[src/rtl/fvg_pkg.sv]
package fvg_pkg;

    typedef enum logic [1:0] {
        ST_IDLE,
        ST_FILL,
        ST_RUN,
        ST_HOLD
    } phase_e;

    // position of unordered pair (a,b), a<=b, in the counter bank
    function automatic int pair_pos(input int a, input int b, input int n);
        return a * n - (a * (a - 1)) / 2 + (b - a);
    endfunction

endpackage

[src/rtl/fvg_window.sv]
module fvg_window #(
    parameter int TAPS = 6
) (
    input  logic clk,
    input  logic rst_n,
    input  logic restart,
    input  logic smp_vld,
    input  logic smp_sof,
    input  logic frm_ok,
    input  logic blk_last,
    output logic blk_ok
);
    localparam int HW = TAPS - 1;

    logic          frm_q;
    logic          run_q;
    logic [HW-1:0] hist_q;
    logic          eff;
    logic          blk_bit;

    assign eff     = smp_sof ? frm_ok : frm_q;
    assign blk_bit = run_q & eff;
    assign blk_ok  = blk_bit & (&hist_q);

    always_ff @(posedge clk) begin
        if (!rst_n) begin
            frm_q  <= 1'b0;
            run_q  <= 1'b1;
            hist_q <= '0;
        end else begin
            if (smp_vld && smp_sof)
                frm_q <= frm_ok;
            if (restart) begin
                run_q  <= 1'b1;
                hist_q <= '0;
            end else if (smp_vld) begin
                if (blk_last) begin
                    run_q  <= 1'b1;
                    hist_q <= (hist_q << 1) | HW'(blk_bit);
                end else begin
                    run_q <= blk_bit;
                end
            end
        end
    end


    bad_block_poison_chk: assert property (@(posedge clk) disable iff (!rst_n)
        (smp_vld && blk_last && !blk_bit && !restart) |=> !blk_ok);

endmodule

[src/rtl/fvg_vq.sv]
module fvg_vq #(
    parameter int W     = 4,
    parameter int DEPTH = 4
) (
    input  logic         clk,
    input  logic         rst_n,
    input  logic         flush,
    input  logic         push,
    input  logic [W-1:0] din,
    input  logic         pop,
    output logic [W-1:0] dout,
    output logic         empty
);
    localparam int AW = $clog2(DEPTH);

    logic [W-1:0] mem [DEPTH];
    logic [AW-1:0] wp, rp;
    logic [AW:0]   cnt;

    assign empty = (cnt == '0);
    assign dout  = mem[rp];

    always_ff @(posedge clk) begin
        if (!rst_n || flush) begin
            wp  <= '0;
            rp  <= '0;
            cnt <= '0;
        end else begin
            if (push) begin
                mem[wp] <= din;
                wp      <= (wp == AW'(DEPTH - 1)) ? '0 : wp + 1'b1;
            end
            if (pop)
                rp <= (rp == AW'(DEPTH - 1)) ? '0 : rp + 1'b1;
            cnt <= cnt + (AW+1)'(push) - (AW+1)'(pop);
        end
    end


    no_overflow_chk: assert property (@(posedge clk) disable iff (!rst_n)
        (push && !pop && !flush) |-> (cnt != (AW+1)'(DEPTH)));


    no_underflow_chk: assert property (@(posedge clk) disable iff (!rst_n)
        pop |-> !empty);

endmodule

[src/rtl/fvg_pcnt.sv]
module fvg_pcnt #(
    parameter int W = 32
) (
    input  logic         clk,
    input  logic         rst_n,
    input  logic         clr,
    input  logic         en,
    input  logic         inc,
    output logic [W-1:0] cnt
);
    always_ff @(posedge clk) begin
        if (!rst_n || clr)
            cnt <= '0;
        else if (en && inc && (cnt != '1))
            cnt <= cnt + 1'b1;
    end


    clr_zero_chk: assert property (@(posedge clk) disable iff (!rst_n)
        clr |=> (cnt == '0));


    sat_hold_chk: assert property (@(posedge clk) disable iff (!rst_n)
        (!clr && cnt == '1) |=> (cnt == '1));


    frozen_chk: assert property (@(posedge clk) disable iff (!rst_n)
        (!clr && !en) |=> $stable(cnt));


    unit_step_chk: assert property (@(posedge clk) disable iff (!rst_n)
        !clr |=> ((cnt == $past(cnt)) || (cnt == W'($past(cnt) + 1'b1))));

endmodule

[src/rtl/fft_valid_gate.sv]
module fft_valid_gate
    import fvg_pkg::*;
#(
    parameter int NS       = 4,
    parameter int DW       = 16,
    parameter int FFT_LEN  = 8,
    parameter int TAPS     = 6,
    parameter int FILL     = 6,
    parameter int VQ_DEPTH = 4,
    parameter int CNT_W    = 32,
    localparam int NP      = NS * (NS + 1) / 2,
    localparam int PIDX_W  = $clog2(NP)
) (
    input  logic               clk,
    input  logic               rst_n,
    input  logic               int_start,
    input  logic               int_end,
    input  logic               in_vld,
    input  logic               in_sof,
    input  logic [NS-1:0]      in_frame_ok,
    input  logic               fft_vld,
    input  logic [NS*DW-1:0]   fft_data,
    output logic               out_vld,
    output logic               out_sob,
    output logic [NS-1:0]      out_ok,
    output logic [NS*DW-1:0]   out_data,
    input  logic [PIDX_W-1:0]  rd_idx,
    output logic [CNT_W-1:0]   rd_cnt
);
    localparam int BIN_W  = $clog2(FFT_LEN);
    localparam int FILL_W = $clog2(FILL + 1);

    phase_e state, nxt;
    logic [BIN_W-1:0]  in_cnt, out_cnt;
    logic [FILL_W-1:0] fill_cnt;
    logic blk_last, blk_done, push, pop, vq_empty, first, cnt_en, pass_en;
    logic [NS-1:0] win_ok, push_data, vq_dout, ok_now, cur_ok;
    logic [CNT_W-1:0] cnt_arr [NP];

    // ---------------- state register ----------------
    always_ff @(posedge clk) begin
        if (!rst_n) state <= ST_IDLE;
        else        state <= nxt;
    end

    always_comb begin
        nxt = state;
        if (int_start) begin
            nxt = ST_FILL;
        end else begin
            unique case (state)
                ST_IDLE: nxt = ST_IDLE;
                ST_FILL: begin
                    if (int_end)
                        nxt = ST_HOLD;
                    else if (blk_done && fill_cnt == FILL_W'(FILL - 1))
                        nxt = ST_RUN;
                end
                ST_RUN:  if (int_end) nxt = ST_HOLD;
                ST_HOLD: nxt = ST_HOLD;
            endcase
        end
    end

    // ---------------- state-derived outputs ----------------
    always_comb begin
        cnt_en  = 1'b0;
        pass_en = 1'b0;
        unique case (state)
            ST_IDLE: ;
            ST_FILL: cnt_en = 1'b1;
            ST_RUN: begin
                cnt_en  = 1'b1;
                pass_en = 1'b1;
            end
            ST_HOLD: ;
        endcase
    end

    // ---------------- input block framing ----------------
    assign blk_last = (in_cnt == BIN_W'(FFT_LEN - 1));
    assign blk_done = in_vld && blk_last;

    always_ff @(posedge clk) begin
        if (!rst_n || int_start) begin
            in_cnt   <= '0;
            fill_cnt <= '0;
        end else begin
            if (in_vld)
                in_cnt <= blk_last ? '0 : in_cnt + 1'b1;
            if (blk_done && state == ST_FILL)
                fill_cnt <= fill_cnt + 1'b1;
        end
    end

    for (genvar s = 0; s < NS; s++) begin : g_win
        fvg_window #(.TAPS(TAPS)) u_win (
            .clk      (clk),
            .rst_n    (rst_n),
            .restart  (int_start),
            .smp_vld  (in_vld),
            .smp_sof  (in_sof),
            .frm_ok   (in_frame_ok[s]),
            .blk_last (blk_last),
            .blk_ok   (win_ok[s])
        );
    end

    assign push      = blk_done && !int_start;
    assign push_data = win_ok & {NS{pass_en}};

    fvg_vq #(.W(NS), .DEPTH(VQ_DEPTH)) u_vq (
        .clk   (clk),
        .rst_n (rst_n),
        .flush (int_start),
        .push  (push),
        .din   (push_data),
        .pop   (pop),
        .dout  (vq_dout),
        .empty (vq_empty)
    );

    // ---------------- output side ----------------
    assign first  = (out_cnt == '0);
    assign pop    = fft_vld && first && !vq_empty && !int_start;
    assign ok_now = first ? (vq_empty ? '0 : vq_dout) : cur_ok;

    always_ff @(posedge clk) begin
        if (!rst_n) begin
            out_cnt  <= '0;
            cur_ok   <= '0;
            out_vld  <= 1'b0;
            out_sob  <= 1'b0;
            out_ok   <= '0;
            out_data <= '0;
        end else begin
            if (fft_vld) begin
                out_cnt <= (out_cnt == BIN_W'(FFT_LEN - 1)) ? '0 : out_cnt + 1'b1;
                if (first) cur_ok <= ok_now;
            end
            out_vld <= fft_vld;
            out_sob <= fft_vld && first;
            out_ok  <= fft_vld ? ok_now : '0;
            for (int s = 0; s < NS; s++)
                out_data[s*DW +: DW] <= (fft_vld && ok_now[s]) ? fft_data[s*DW +: DW] : '0;
        end
    end

    // ---------------- per-pair counters ----------------
    for (genvar a = 0; a < NS; a++) begin : g_a
        for (genvar b = a; b < NS; b++) begin : g_b
            localparam int P = pair_pos(a, b, NS);
            fvg_pcnt #(.W(CNT_W)) u_cnt (
                .clk   (clk),
                .rst_n (rst_n),
                .clr   (int_start),
                .en    (cnt_en),
                .inc   (fft_vld && first && ok_now[a] && ok_now[b]),
                .cnt   (cnt_arr[P])
            );
        end
    end

    always_comb begin
        rd_cnt = '0;
        for (int p = 0; p < NP; p++)
            if (rd_idx == PIDX_W'(p)) rd_cnt = cnt_arr[p];
    end

    // ---------------- assertions ----------------
    for (genvar s = 0; s < NS; s++) begin : g_chk

        zero_lane_chk: assert property (@(posedge clk) disable iff (!rst_n)
            (out_vld && !out_ok[s]) |-> (out_data[s*DW +: DW] == '0));
    end


    quiet_out_chk: assert property (@(posedge clk) disable iff (!rst_n)
        !out_vld |-> (out_ok == '0 && !out_sob));


    run_entry_chk: assert property (@(posedge clk) disable iff (!rst_n)
        $rose(state == ST_RUN) |-> ($past(state) == ST_FILL && $past(fill_cnt) == FILL_W'(FILL - 1)));


    hold_stay_chk: assert property (@(posedge clk) disable iff (!rst_n)
        (state == ST_HOLD && !int_start) |=> (state == ST_HOLD));


    fill_gate_chk: assert property (@(posedge clk) disable iff (!rst_n)
        (push && state != ST_RUN) |=> !$past(push_data[0]));

endmodule

[config.mk]
export PLATFORM = sky130hd
export DESIGN_NAME = fft_valid_gate
export DESIGN_NICKNAME = d
export VERILOG_FILES = /design/src/rtl/fvg_pkg.sv /design/src/rtl/fvg_window.sv /design/src/rtl/fvg_vq.sv /design/src/rtl/fvg_pcnt.sv /design/src/rtl/fft_valid_gate.sv
export SDC_FILE = /design/constraint.sdc
export NUM_CORES = 1
export LEC_CHECK = 0
export ABC_AREA = 1
export BUFFER_PORTS_ARGS = -buffer_cell sky130_fd_sc_hd__buf_4
export CELL_PAD_IN_SITES_DETAIL_PLACEMENT = 1
export CELL_PAD_IN_SITES_GLOBAL_PLACEMENT = 1
export CORE_MARGIN = 2
export CORE_UTILIZATION = 47
export CTS_CLUSTER_SIZE = 24
export DETAILED_ROUTE_END_ITERATION = 8
export PLACE_DENSITY = 0.84
export SETUP_SLACK_MARGIN = 0.1
export SYNTH_ARGS = -nofsm -noshare
export SYNTH_HDL_FRONTEND = slang
export SYNTH_HIERARCHICAL = 1
export SYNTH_SLANG_ARGS = --single-unit
[constraint.sdc]
create_clock -name clk -period 3.6 [get_ports clk]
set_clock_uncertainty 0.05 [all_clocks]
set_input_delay 0.18 -clock clk [delete_from_list [all_inputs] [get_ports clk]]
set_output_delay 0.18 -clock clk [all_outputs]
set_load 0.02 [all_outputs]
==> flow_summary.toml <==
[outcome]
status = "finished clean"

[global_routing]
grt_util_met3 = 0.04211
top_usage_layer = "met2"
grt_use_met1 = 0.4202
antenna_found_initial = 2
grt_max_degree = 51
grt_pass1_vias = 30050
grtUsageTotal = 0.3424
globalRouteOverflowTotal = 0
grt_pass1_wl_um = 165700
use_met2 = 0.5979

[job]
maxCapViolCount = 0

[final_layout]
syn_to_final_growth_pct = 16.93
layout.nets = 4797
drive_above_1_share = 0.09483
regArea_um2 = 9329
stdcell_area_um2 = 32510
multi_input_area_um2 = 16300
fillers = 8107

[clocking]
cts_tree = "yes"
root_buffer = "clkbuf_16"
hold_buffers = 83
post-cts-setup-buffers = 0
clk_pin_slew_worst_paths_ns = 0.07
cts.repair.resized = 0
ctsLongestPathBuffers = 3
h-tree-depth = 2
clock_sinks = 458
clkLatencyLatePin_ns = 0.64
numCtsBuffers = 54

[die]
core_um2 = 58800
rows = 89
io_pins = 181
start_util = 0.4729
fp.dieH_um = 247.2
die_x_um = 247.2
dieArea_um2 = 61120

[power]
p_leak_nw = 13.11
p_sw_mw = 2.823
p_sw_frac = 0.2392
p_seq_frac = 0.435
p_int_mw = 8.979
peakVddDrop_mv = 0.3787
power_density_nw_per_um2 = 363.0
power_frac_clock = 0.511
comb_power_share = 0.054

[logic_synthesis]
yosysWarningCount = 6
synthesis.area_um2 = 27800
syn_avg_cell_area_um2 = 6.244
ys_ff_latch = 458
synthArstFlopShare = 0
synth_edf_count = 16
synth_top_family_by_area = "simple AND/OR/NAND/NOR gates"
synthMuxAreaShare = 0
synthAdderAreaFrac = 0.01332
synth_compound_area_frac = 0.07497
synth_cell_types = 39
synth_xor_area_frac = 0.04442
synth_ff_type = "dfxtp_1"
yosys.area_share.simple = 0.4525
syn_nets = 4561
synthCells = 4453
yosysSeqAreaShare = 0.3355

[sta]
fin_ws_ns = 0.5967
timing.final.crit_share = 0.8343
setup_viol = 0
rsz0062_at_grt = "no"
max-slew-margin-rel = 0.4300
finalHoldViolCount = 0
fin_crit_ns = 3.003
worst_slew_pin_slew_ns = 0.8522
tns_ns = 0
clock.fmax_mhz = 333.0
slew_violations = 0

[route]
first_pass_iters = 5
via_per_inst = 5.475
drt_iter0_markers = 1921
wl_um = 106700
drc = 0
wl_per_cell_um = 19.36
vias = 30170
final_antenna_net_count = 0

[placement]
hpwl_um = 76070
dp_slack_ns = 0.7373
placed_cell_area_um2 = 29740
place_congestion = 0.9612
port_buffers = 180

[hold_path]
worstHoldPathType = "in2reg"
hp-start = "int_start"

[setup_path]
crit_type = "reg2reg"
setup.worst_path.start = "out_cnt[1]$_SDFFE_PN0P_"
crit_path_end = "g_a[0].g_b[1].u_cnt/cnt[9]$_SDFFE_PP0P_"
worstRegToRegCells = 15
startpoint_type = "register"
r2r-start = "out_cnt[1]$_SDFFE_PN0P_"
r2r-end = "g_a[0].g_b[1].u_cnt/cnt[9]$_SDFFE_PP0P_"
reg2reg_setup_slack_ns = 0.60
arrival_ns = 3.49
crit_path_end_kind = "register"
critPathMaxFanout = 17
crit_required_ns = 4.09
-- cell type report --
class | count | area share
clock buffers | 80 | 0.04857
diodes | 2 | 0.0001539
well taps | 773 | 0.02975
repair buffers | 299 | 0.07543
multi-input cells | 3477 | 0.5015
inverters | 399 | 0.04668
clock inverters | 22 | 0.01097
flip-flops and latches | 458 | 0.2869
-- sequential cells by signal (all words and copies together) (netlist names), 4 cells and up, named ones only --
name and cells:
out_data 64, g_win.u_win/run_q 4, out_ok 4, g_a.g_b.u_cnt/cnt 320, cur_ok 4, g_win.u_win/frm_q 4
g_win.u_win/hist_q 20, u_vq/mem 16
-- layout by cell type, fill, tap and decap left out, types with 13 or more instances in the layout --
cell type | netlist | final
nand2_4 | 24 | 24
xor2_1 | 100 | 100
dlygate4sd3_1 | 0 | 83
o21ai_1 | 30 | 30
xnor2_1 | 41 | 41
buf_4 | 1 | 216
a21oi_1 | 283 | 283
nand3b_1 | 54 | 54
clkbuf_1 | 46 | 13
nor2_1 | 894 | 892
nand4_1 | 78 | 78
clkbuf_8 | 0 | 13
clkbuf_16 | 0 | 54
dfxtp_1 | 442 | 442
nor3_1 | 23 | 23
nand3_1 | 275 | 275
nand2_1 | 1423 | 1423
or2_2 | 14 | 14
edfxtp_1 | 16 | 16
ha_1 | 28 | 28
inv_1 | 386 | 386
o21ai_0 | 68 | 68
or2_0 | 16 | 16
nor2_4 | 26 | 29
and2_1 | 20 | 20
nor2_2 | 25 | 24
-- metal layers --
| metal | up-vias | wire [um] |
|---|---|---|
| li1 | 14460 | - |
| met1 | 14530 | 44240 |
| met2 | 909 | 51460 |
| met3 | 260 | 6105 |
| met4 | 0 | 4878 |
| met5 | - | 0 |
-- stage by stage --
stage,hold WS (ns),utilization,power (mW),cells
4_1_cts,0.05427,0.5529,11.85,5508
3_3_place_gp,0.3424,0.5058,5.758,5323
5_1_grt,0.1064,0.5529,12.15,5510
3_5_place_dp,0.3509,0.5058,5.773,5323
6_report,0.08920,0.5529,11.80,5510
2_1_floorplan,0.2301,-,5.523,4453
-- cells by family (layout without fill, tap and decap cells) --
family / Yosys count / count (layout)
AO/OA/AOI/OAI: 402 / 402
XOR/XNOR: 141 / 141
adder cells (fa/ha/maj): 29 / 29
buffers and inverters: 518 / 800
flip-flops: 458 / 458
other: 0 / 2
AND/OR/NAND/NOR: 2905 / 2905
-- synth_stat cells, drive strengths merged (10+ instances only) --
library cell,number,area share
nor3,25,0.0049
nand3b,54,0.015
o21ai,98,0.018
nand2,1457,0.20
dfxtp,442,0.32
o21bai,10,0.0027
or2,30,0.0068
inv,395,0.053
nand3,286,0.056
nor2,955,0.14
buf,73,0.018
ha,28,0.013
nand4,78,0.018
a21oi,287,0.052
clkbuf,46,0.0062
and2,20,0.0045
edfxtp,16,0.017
xor2,100,0.032
xnor2,41,0.013
-- power by group through the flow --
stage / sequential (mW) / clock (mW) / combinational, mW
floorplan: 5.27 / 0 / 0.258
finish: 5.13 / 6.04 / 0.632
CTS: 5.13 / 6.11 / 0.610
global placement: 5.24 / 0 / 0.516
detailed placement: 5.24 / 0 / 0.530
global route: 5.13 / 6.33 / 0.683
-- how the worst min path moves through the flow --
| stage | slack [ns] | depth (start not counted) | end |
|---|---|---|---|
| 6_report | 0.09 | 3 | state[0]$_SDFFE_PN0P_ |
| 5_1_grt | 0.11 | 3 | state[0]$_SDFFE_PN0P_ |
| 4_1_cts | 0.05 | 3 | state[0]$_SDFFE_PN0P_ |
| 3_5_place_dp | 0.35 | 3 | out_data[25]$_SDFF_PN0_ |
| 3_3_place_gp | 0.34 | 3 | out_data[52]$_SDFF_PN0_ |
| 2_1_floorplan | 0.23 | 1 | in_cnt[0]$_SDFFE_PP0P_ |
-- critical path, stage by stage, from the launching register on --
cell,delay [ns]
dfxtp_1,0.31
inv_1,0.09
ha_1,0.15
inv_1,0.05
nor2_2,0.24
inv_2,0.10
nor2_1,0.15
inv_2,0.12
nor2_1,0.15
inv_1,0.07
nor2_1,0.09
nand2_1,0.25
a21oi_1,0.50
buf_4,0.32
nand2_1,0.07
a21oi_1,0.18
Power figures use the tool's default switching activity.
